--- src/rtl/mac_stat_pkg.sv ---
package mac_stat_pkg;
    localparam int NUM_CNT  = 20;
    localparam int NUM_BIN  = 6;
    localparam int NUM_ERR  = 10;
    localparam int NUM_EVT  = 5;
    localparam int BIN_BASE = 4;
    localparam int ERR_BASE = 10;
    localparam int EVT_BASE = 20;
    localparam int ADDR_W   = 7;
    localparam int REG_W    = 32;
    localparam logic [ADDR_W-1:0] STAT_ADDR = 7'h20;
    localparam logic [ADDR_W-1:0] MASK_ADDR = 7'h21;
    localparam logic [REG_W-1:0]  LIVE_BITS = REG_W'((64'd1 << (EVT_BASE + NUM_EVT)) - 64'd1);

    typedef struct packed {
        logic [REG_W-1:0] status;
        logic [REG_W-1:0] mask;
        logic             irq_n;
    } ctl_state_t;
endpackage

--- src/rtl/mac_stat_bin_sel.sv ---
module mac_stat_bin_sel #(
    parameter int LEN_W   = 11,
    parameter int MAX_LEN = 1518
) (
    input  logic                                frm_valid,
    input  logic                                frm_good,
    input  logic [LEN_W-1:0]                    frm_len,
    output logic [mac_stat_pkg::NUM_BIN-1:0]    bin_hit
);
    localparam logic [LEN_W-1:0] L64   = LEN_W'(64);
    localparam logic [LEN_W-1:0] L127  = LEN_W'(127);
    localparam logic [LEN_W-1:0] L255  = LEN_W'(255);
    localparam logic [LEN_W-1:0] L511  = LEN_W'(511);
    localparam logic [LEN_W-1:0] L1023 = LEN_W'(1023);
    localparam logic [LEN_W-1:0] LMAX  = LEN_W'(MAX_LEN);

    always_comb begin
        bin_hit = '0;
        if (frm_valid && frm_good) begin
            if (frm_len == L64)                         bin_hit[0] = 1'b1;
            else if (frm_len > L64   && frm_len <= L127)  bin_hit[1] = 1'b1;
            else if (frm_len > L127  && frm_len <= L255)  bin_hit[2] = 1'b1;
            else if (frm_len > L255  && frm_len <= L511)  bin_hit[3] = 1'b1;
            else if (frm_len > L511  && frm_len <= L1023) bin_hit[4] = 1'b1;
            else if (frm_len > L1023 && frm_len <= LMAX)  bin_hit[5] = 1'b1;
        end
    end
endmodule

--- src/rtl/mac_stat_ctr.sv ---
module mac_stat_ctr #(
    parameter int CNT_W = 32,
    parameter int AMT_W = 11
) (
    input  logic             clk,
    input  logic             rst_n,
    input  logic             inc_en,
    input  logic [AMT_W-1:0] inc_amt,
    output logic [CNT_W-1:0] cnt,
    output logic             ovf
);
    logic [CNT_W-1:0] cnt_d, cnt_q;
    logic [CNT_W:0]   sum;

    always_comb begin
        sum   = {1'b0, cnt_q} + (CNT_W+1)'(inc_amt);
        cnt_d = cnt_q;
        ovf   = 1'b0;
        if (inc_en) begin
            cnt_d = sum[CNT_W-1:0];
            ovf   = sum[CNT_W];
        end
    end

    always_ff @(posedge clk or negedge rst_n) begin
        if (!rst_n) cnt_q <= '0;
        else        cnt_q <= cnt_d;
    end

    assign cnt = cnt_q;
endmodule

--- src/rtl/mac_stat_counters.sv ---
module mac_stat_counters
    import mac_stat_pkg::*;
#(
    parameter int CNT_W   = 32,
    parameter int LEN_W   = 11,
    parameter int MAX_LEN = 1518
) (
    input  logic              clk,
    input  logic              rst_n,
    input  logic              frm_valid,
    input  logic [LEN_W-1:0]  frm_len,
    input  logic              frm_good,
    input  logic              frm_bcast,
    input  logic              frm_mcast,
    input  logic [9:0]        frm_err,
    input  logic [4:0]        rx_evt,
    input  logic [6:0]        reg_addr,
    input  logic              reg_wr,
    input  logic [31:0]       reg_wdata,
    output logic [31:0]       reg_rdata,
    output logic              irq_n
);
    logic [NUM_BIN-1:0] bin_hit;
    logic [NUM_CNT-1:0] inc_en;
    logic [LEN_W-1:0]   inc_amt [NUM_CNT];
    logic [CNT_W-1:0]   cnt     [NUM_CNT];
    logic [NUM_CNT-1:0] ovf;
    logic [REG_W-1:0]   set_bits, clr_bits;
    ctl_state_t         st_d, st_q;

    mac_stat_bin_sel #(.LEN_W(LEN_W), .MAX_LEN(MAX_LEN)) u_bins (
        .frm_valid (frm_valid),
        .frm_good  (frm_good),
        .frm_len   (frm_len),
        .bin_hit   (bin_hit)
    );

    // Increment sources: totals, histogram, error classes
    always_comb begin
        inc_en = '0;
        for (int i = 0; i < NUM_CNT; i++) inc_amt[i] = LEN_W'(1);
        inc_amt[0] = frm_len;
        inc_en[0]  = frm_valid && frm_good;
        inc_en[1]  = frm_valid && frm_good;
        inc_en[2]  = frm_valid && frm_good && frm_bcast;
        inc_en[3]  = frm_valid && frm_good && frm_mcast;
        inc_en[BIN_BASE +: NUM_BIN] = bin_hit;
        inc_en[ERR_BASE +: NUM_ERR] = frm_valid ? frm_err : '0;
    end

    for (genvar g = 0; g < NUM_CNT; g++) begin : g_ctr
        mac_stat_ctr #(.CNT_W(CNT_W), .AMT_W(LEN_W)) u_ctr (
            .clk     (clk),
            .rst_n   (rst_n),
            .inc_en  (inc_en[g]),
            .inc_amt (inc_amt[g]),
            .cnt     (cnt[g]),
            .ovf     (ovf[g])
        );
    end

    // Control state next values
    always_comb begin
        set_bits = '0;
        set_bits[NUM_CNT-1:0]          = ovf;
        set_bits[EVT_BASE +: NUM_EVT]  = rx_evt;
        clr_bits = (reg_wr && reg_addr == STAT_ADDR) ? reg_wdata : '0;

        st_d        = st_q;
        st_d.status = ((st_q.status & ~clr_bits) | set_bits) & LIVE_BITS;
        if (reg_wr && reg_addr == MASK_ADDR)
            st_d.mask = reg_wdata & LIVE_BITS;
        st_d.irq_n  = ~|(st_q.status & st_q.mask);
    end

    always_ff @(posedge clk or negedge rst_n) begin
        if (!rst_n) begin
            st_q.status <= '0;
            st_q.mask   <= '0;
            st_q.irq_n  <= 1'b1;
        end else begin
            st_q <= st_d;
        end
    end

    // Read mux
    always_comb begin
        reg_rdata = '0;
        for (int i = 0; i < NUM_CNT; i++)
            if (reg_addr == ADDR_W'(i)) reg_rdata = REG_W'(cnt[i]);
        if (reg_addr == STAT_ADDR) reg_rdata = st_q.status;
        if (reg_addr == MASK_ADDR) reg_rdata = st_q.mask;
    end

    assign irq_n = st_q.irq_n;
endmodule

--- config.mk ---
export PLATFORM = sky130hd
export DESIGN_NAME = mac_stat_counters
export DESIGN_NICKNAME = d
export VERILOG_FILES = /design/src/rtl/mac_stat_pkg.sv /design/src/rtl/mac_stat_bin_sel.sv /design/src/rtl/mac_stat_ctr.sv /design/src/rtl/mac_stat_counters.sv
export SDC_FILE = /design/constraint.sdc
export NUM_CORES = 1
export LEC_CHECK = 0
export ABC_AREA = 0
export BUFFER_PORTS_ARGS = -buffer_cell sky130_fd_sc_hd__buf_2
export CAP_MARGIN = 15
export CORE_UTILIZATION = 40
export CTS_BUF_LIST = sky130_fd_sc_hd__clkbuf_4
export DETAILED_ROUTE_END_ITERATION = 6
export PLACE_DENSITY = 0.57
export SYNTH_ARGS = -nofsm -noshare
export SYNTH_HDL_FRONTEND = slang
export SYNTH_HIERARCHICAL = 1
export SYNTH_SLANG_ARGS = --single-unit
export TNS_END_PERCENT = 1
--- constraint.sdc ---
create_clock -name clk -period 6.4 [get_ports clk]
set_clock_uncertainty 0.1 [all_clocks]
set_input_delay 0.64 -clock clk [delete_from_list [all_inputs] [get_ports clk]]
set_output_delay 0.64 -clock clk [all_outputs]
set_load 0.02 [all_outputs]
### Yosys cells after proc, flatten, opt, wreduce, memory -nomap -nowiden

Index checks and enable logic that the tools add are counted.

| operators by class | value |
|---|---|
| add/subtract/negate cells | 20 |
| magnitude comparators | 10 |
| reductions and logical operators | 13 |
| multiplexer cells | 56 |
| bitwise operators | 4 |
| equality and inequality tests | 22 |

Operator list:

| cell | count |
|---|---|
| $mux W32 | 22 |
| $add A32 B1 Y33 const B | 19 |
| $eq A7 B4 Y1 const B | 8 |
| $and A25 B25 Y25 | 2 |
| $add A32 B11 Y33 | 1 |
| $reduce_or A32 Y1 | 1 |
| $eq A7 B3 Y1 const B | 4 |
| $eq A7 B5 Y1 const B | 4 |
| $mux W1 | 27 |
| $mux W25 | 1 |
| $not A25 Y25 | 1 |
| $or A25 B25 Y25 | 1 |
| $gt A11 B7 Y1 const B | 2 |
| $eq A7 B2 Y1 const B | 2 |
| $eq A7 B6 Y1 const B | 2 |
| $eq A11 B7 Y1 const B | 1 |
| $gt A11 B10 Y1 const B | 1 |
| $gt A11 B8 Y1 const B | 1 |
| $gt A11 B9 Y1 const B | 1 |
| $le A11 B10 Y1 const B | 1 |
| $le A11 B11 Y1 const B | 1 |
| $le A11 B7 Y1 const B | 1 |
| $le A11 B8 Y1 const B | 1 |
| $le A11 B9 Y1 const B | 1 |
| other kinds (10) | 19 |

| storage, ports and cells | value |
|---|---|
| register bits after elaboration | 691 |
| bits of input ports | 72 |

### Logic depth before layout (Yosys ltp)

| depth | value |
|---|---|
| depth in word-level cells | 23 |
| gate-level depth with buffers | 11 |
| gate-level depth less buffers | 9 |

### Hierarchy

The synthesis kept the hierarchy.

By module, submodules not included:

| module | instances | area each (µm²) | cells an instance |
|---|---|---|---|
| mac_stat_ctr at g_ctr[0].u_ctr ... | 15 | 1833.0 | 173 |
| mac_stat_counters | 1 | 9332.7 | 1225 |
| mac_stat_ctr at g_ctr[5].u_ctr ... | 2 | 2043.2 | 198 |
| mac_stat_ctr at g_ctr[7].u_ctr | 1 | 1966.9 | 194 |
| mac_stat_ctr at g_ctr[8].u_ctr | 1 | 1895.6 | 174 |
| mac_stat_ctr at g_ctr[9].u_ctr | 1 | 1844.3 | 170 |
| mac_stat_bin_sel | 1 | 112.6 | 17 |

### Worst setup path before layout

Ideal clock, no wire load.

| timing | value |
|---|---|
| kind | input -> output |
| start point | input port reg_addr[6] |
| end point | output port reg_rdata[1] |
| stages on the path | 8 |
| path buffers | 2 |
| arrival | 2612 ps |
| setup slack | 3048 ps |
| cell sequence | buf_6 > or4b_1 > buf_6 > o31ai_1 > o311ai_0 > a221oi_1 > nor2_1 > o21ai_0 |

| on the way | value |
|---|---|
| longest elaborated chain between the ends | 23 |
| elaborated cells between the ends (all ways) | 44 |

RTL lines:

| element | RTL line | text |
|---|---|---|
| start, declared | mac_stat_counters.sv:17 | `input logic [6:0] reg_addr,` |
| $logic_not A7 Y1 | mac_stat_counters.sv:90 | `if (reg_addr == ADDR_W'(i)) reg_rdata = REG_W'(cnt[i]);` |
| $mux W32 (20 in series) | mac_stat_counters.sv:90 |  |
| $mux W32 | mac_stat_counters.sv:91 | `if (reg_addr == STAT_ADDR) reg_rdata = st_q.status;` |
| $mux W32 * | mac_stat_counters.sv:92 | `if (reg_addr == MASK_ADDR) reg_rdata = st_q.mask;` |
| end, declared | mac_stat_counters.sv:20 | `output logic [31:0] reg_rdata,` |

Every way passes the cells marked *; elsewhere a longest branch is shown, timed or not.

### Worst setup path after layout

| timing | value |
|---|---|
| start point | input port reg_addr[0] |
| end point | output port reg_rdata[11] |

The elaborated chain is that of the path after synthesis.

==> run summary <==
Routability-driven placement finished with a final weighted congestion of 1.03. In this run, post-CTS repair resized a total of 0 instances. In the final routed layout, each cell accounts on average for 23.9 um.

The initial utilization of the core area, before any placement, comes to 40.3%. The core region is 0.116 sq mm. In this run the horizontal extent of the chip is 344 um. The endpoint identified for the worst register-to-register timing path is g_ctr[0].u_ctr/cnt[4]. Port buffering added 97 buffers. The initial antenna violation count was 11. The synthesized design contains 0 enable-type register cells. Summing over every cut layer, the via total after detailed routing is 40300. The count of filler cells inserted in the layout came out at 11300. The pre-antenna-repair detailed-routing pass consisted of 6 iterations. Synthesis inferred 691 register bits. The count of final max-slew check failures was 0. OpenSTA, run right after detailed placement, puts the worst setup slack at 1620 ps. The start of the worst register-to-register path is g_ctr[0].u_ctr/cnt[0]. The startpoint identified for the worst hold timing path is frm_err[4]. In the global route stage, overall resource usage came out at 27.7%. The worst setup path is captured at an output pin. The static leakage power is 0.0234 uW, and the final number of hold-violating endpoints is 0. In this run the post-CTS setup repair buffer count came out at 0. In this run the biggest area consumer among cell types represents 36.9% of the synthesized area.

The synthesized netlist contains 109 unique library cells. A synthesized cell averages 9.80 sq um. The net total in the final layout was 5488; the number of warning messages in the yosys log was 6. Subtracting the final worst setup slack from the clock period gives 5140 ps. STA classifies the critical path startpoint as an input port. The die covers 0.118 sq mm. The tools report the post-route DRC violation count as 0.

Summing all flip-flop and latch instances after layout gives 0.0173 sq mm. The clock net in this run drives a total of 691 sinks. The area growth from synthesis to layout is 12.7%.

Start-to-end type of the worst setup path: in2out. Along the worst hold path, the cell count comes to 4. Data arrival time of the critical path: 4400 ps. Dividing total power by cell area gives a power density of 347 mW/mm^2. Across all hold checks on the routed design, the worst slack comes to 152 ps. Final cycle utilization of the critical path: 80.4%. The tightest min-delay check is of the in2reg type. The via count of the first global-routing pass was 38600. The synthesized netlist occupies a cell area of 0.0467 sq mm. The tools report the count of antenna-violating nets left after detailed routing as 0.

Measured in cells, the most critical reg-to-reg path has a length of 7. The highest layer touched by signal routing is met5. At the pin with the least slew margin, the transition time is 1230 ps. The die height works out to 344 um. Wire segments on met2 add up to 74200 um in the final route. The cell count after synthesis came out at 4771. For the remaining global-route overflow, the log shows 0. Dividing the detail-routed via count by the number of cells gives 5.87. The number of clock buffers added by TritonCTS is 196. Summed over all layers, the routed wires come to 164000 um.

Entering global routing, the biggest net connects 164 pins. After layout, the worst setup slack is 1260 ps. The number of DRC markers after the initial detailed-route iteration is 4016, and the maximum operating frequency is 194 MHz. For the share of synthesized area occupied by flip-flops and latches, the log shows 37.0%. The run gives 0 as the max-cap check violation count. TritonCTS built the clock tree.

The run finished with clean final reports. For hold timing, the worst endpoint is g_ctr[14].u_ctr/cnt[2]. The first global-routing pass estimated 245000 um of wire.

Root buffer cell: clkbuf_4. The most instantiated flip-flop cell in the synthesis netlist is dfrtp_1. The number of buffers on the longest clock path was 3. The biggest area consumer among synthesized cells was dfrtp_1. The logs give 1140 ps for the source-to-sink clock delay at the later pin of the worst-skew pair and 0 ps for the summed negative setup slack over all endpoints. Setup repair after global routing left no endpoint under its margin.

The multi-input combinational cells in the finished layout cover a total of 0.0290 sq mm. The maximum net fanout on the critical path was 68. For the cell row count, the log shows 125. In this run the count of I/O pins placed on the die edge is 105. The post-route netlist has 16.3% of its cells at a drive strength greater than 1. The wire-length estimate of the detail-placed layout is 122000 um. For the number of setup violations in the final report, the log shows 0. By area the synthesized netlist is led by dfrtp_1 (37%), xnor2_1 (8.6%), ha_1 (5.9%).

After detailed routing, the met3 layer carries 13600 um of wire. In the synthesized netlist the async set-or-reset flop fraction comes to 100%. The tools report the maximum vdd drop as 0.239 mV.

Clock-pin slew was measured on the worst setup and hold paths at 60 ps. Measured against its own limit, the worst slew margin works out to 17.7%. The run gives 67000 um as the met1 layer wirelength in the final routing. Across all register-to-register paths, the minimum setup slack is 3450 ps. The clock tree synthesis step divided the H-tree into 4 levels.

STA puts the critical path data required time at 5660 ps.
==> routing by layer <==
layer  global-route usage [%]  vias to the layer above
li1                         -                    18600
met2                     42.9                     1648
met5                        0                        -
met4                     16.0                       12
met3                     6.09                      400
met1                     35.6                    19700
==> area by class of cell <==
class | instances | area share, %
clock buffer | 301 | 4.29
antenna | 7 | 0.0333
multi-input combinational | 4016 | 55.0
tap | 1524 | 3.62
timing repair buffer | 220 | 3.27
clock inverter | 55 | 0.606
sequential | 691 | 32.8
inverter | 51 | 0.363
==> critical path, cell delays in order <==
cell and delay, ps:
buf_8 530, nand2b_1 670, buf_4 450, o22ai_1 370
o22a_1 220, o21ai_0 80, a31oi_1 680, o21ai_0 400
buf_2 260
==> flip-flops by register name (all words and copies together) (netlist names) <==
register         count
st_q                50
irq_n                1
g_ctr.u_ctr/cnt    640
==> placed cells by master, fill, tap and decap left out, types with 46 or more instances in the layout <==
| cell type | instances |
|---|---|
| conb_1 | 228 |
| nand4_1 | 152 |
| and3_1 | 163 |
| ha_1 | 220 |
| a21oi_1 | 291 |
| xnor2_1 | 457 |
| dfrtp_1 | 690 |
| nand2_1 | 303 |
| mux2_2 | 214 |
| a21o_1 | 66 |
| nor2b_1 | 52 |
| mux2i_1 | 92 |
| o21ai_0 | 215 |
| dlygate4sd3_1 | 67 |
| o22ai_1 | 84 |
| and2_1 | 67 |
| nand3_1 | 229 |
| inv_1 | 46 |
| clkbuf_4 | 301 |
| nor2_1 | 252 |
| buf_2 | 94 |
| buf_4 | 47 |
| a211oi_1 | 56 |
| xor2_1 | 82 |
==> synthesized netlist by cell type, types with 12 or more instances <==
master,number
buf_2,120
o221ai_1,29
or3_1,28
a31oi_1,18
a222oi_1,12
o21a_1,43
nand4_1,152
o2111a_1,15
and4_1,43
xor2_1,82
mux2_2,214
a211oi_2,19
a21boi_0,17
a31o_1,15
o21ai_1,36
inv_1,47
nor2b_1,55
buf_4,23
a2111o_1,16
a21o_2,36
o211ai_1,37
dfrtp_1,690
nand2_1,303
a221oi_1,20
nor3_1,22
ha_1,220
o31ai_2,15
and3_1,163
a22oi_1,40
and2_1,66
mux4_2,22
o21ai_0,215
nor4_2,14
o22ai_1,84
a211oi_1,56
nand3_1,229
clkbuf_1,80
xnor2_1,457
a21oi_1,291
nor2_1,253
fa_1,20
o21bai_1,20
mux2i_1,92
a21o_1,66
o211a_1,32
==> worst max path at each step <==
stage	start	end	slack, ps	cells past startpoint
floorplan	reg_addr[6]	reg_rdata[1]	3050	8
global placement	reg_addr[0]	reg_rdata[11]	1650	9
detailed placement	reg_addr[0]	reg_rdata[11]	1620	9
CTS	reg_addr[0]	reg_rdata[11]	1630	9
global route	reg_addr[0]	reg_rdata[11]	1380	9
finish	reg_addr[0]	reg_rdata[11]	1260	9
==> cell families (layout without fill, tap and decap cells) <==
| group | after synthesis | after routing | synth area share, % |
|---|---|---|---|
| buffers and inverters | 290 | 627 | 2.98 |
| multiplexers | 328 | 328 | 8.19 |
| XOR/XNOR | 539 | 539 | 10.1 |
| flip-flops | 691 | 691 | 37.0 |
| other | 2 | 235 | 0.0161 |
| AND/OR/NAND/NOR | 1441 | 1441 | 16.7 |
| adder cells (fa/ha/maj) | 240 | 240 | 6.75 |
| AO/OA/AOI/OAI | 1240 | 1240 | 18.3 |
==> per-stage QoR <==
stage / util, % / cell area (sq um) / cells / total power, uW
global placement: 42.5 / 49400 / 6433 / 13700
global route: 45.4 / 52700 / 6863 / 19500
finish: 45.4 / 52700 / 6865 / 18300
CTS: 45.4 / 52600 / 6857 / 18200
floorplan: - / 47600 / 4997 / 11700
detailed placement: 42.5 / 49400 / 6433 / 13800
==> repair_timing <==
action	in CTS	in global routing
endpoints found under the hold margin	326	0
endpoints found under the setup margin	0	0
hold buffers	68	0
==> where the power goes <==
group | switching (uW) | internal (uW)
combinational | 4240 | 3180
clock | 2040 | 2260
sequential | 1340 | 5210
(Power assumes the default switching activity.)
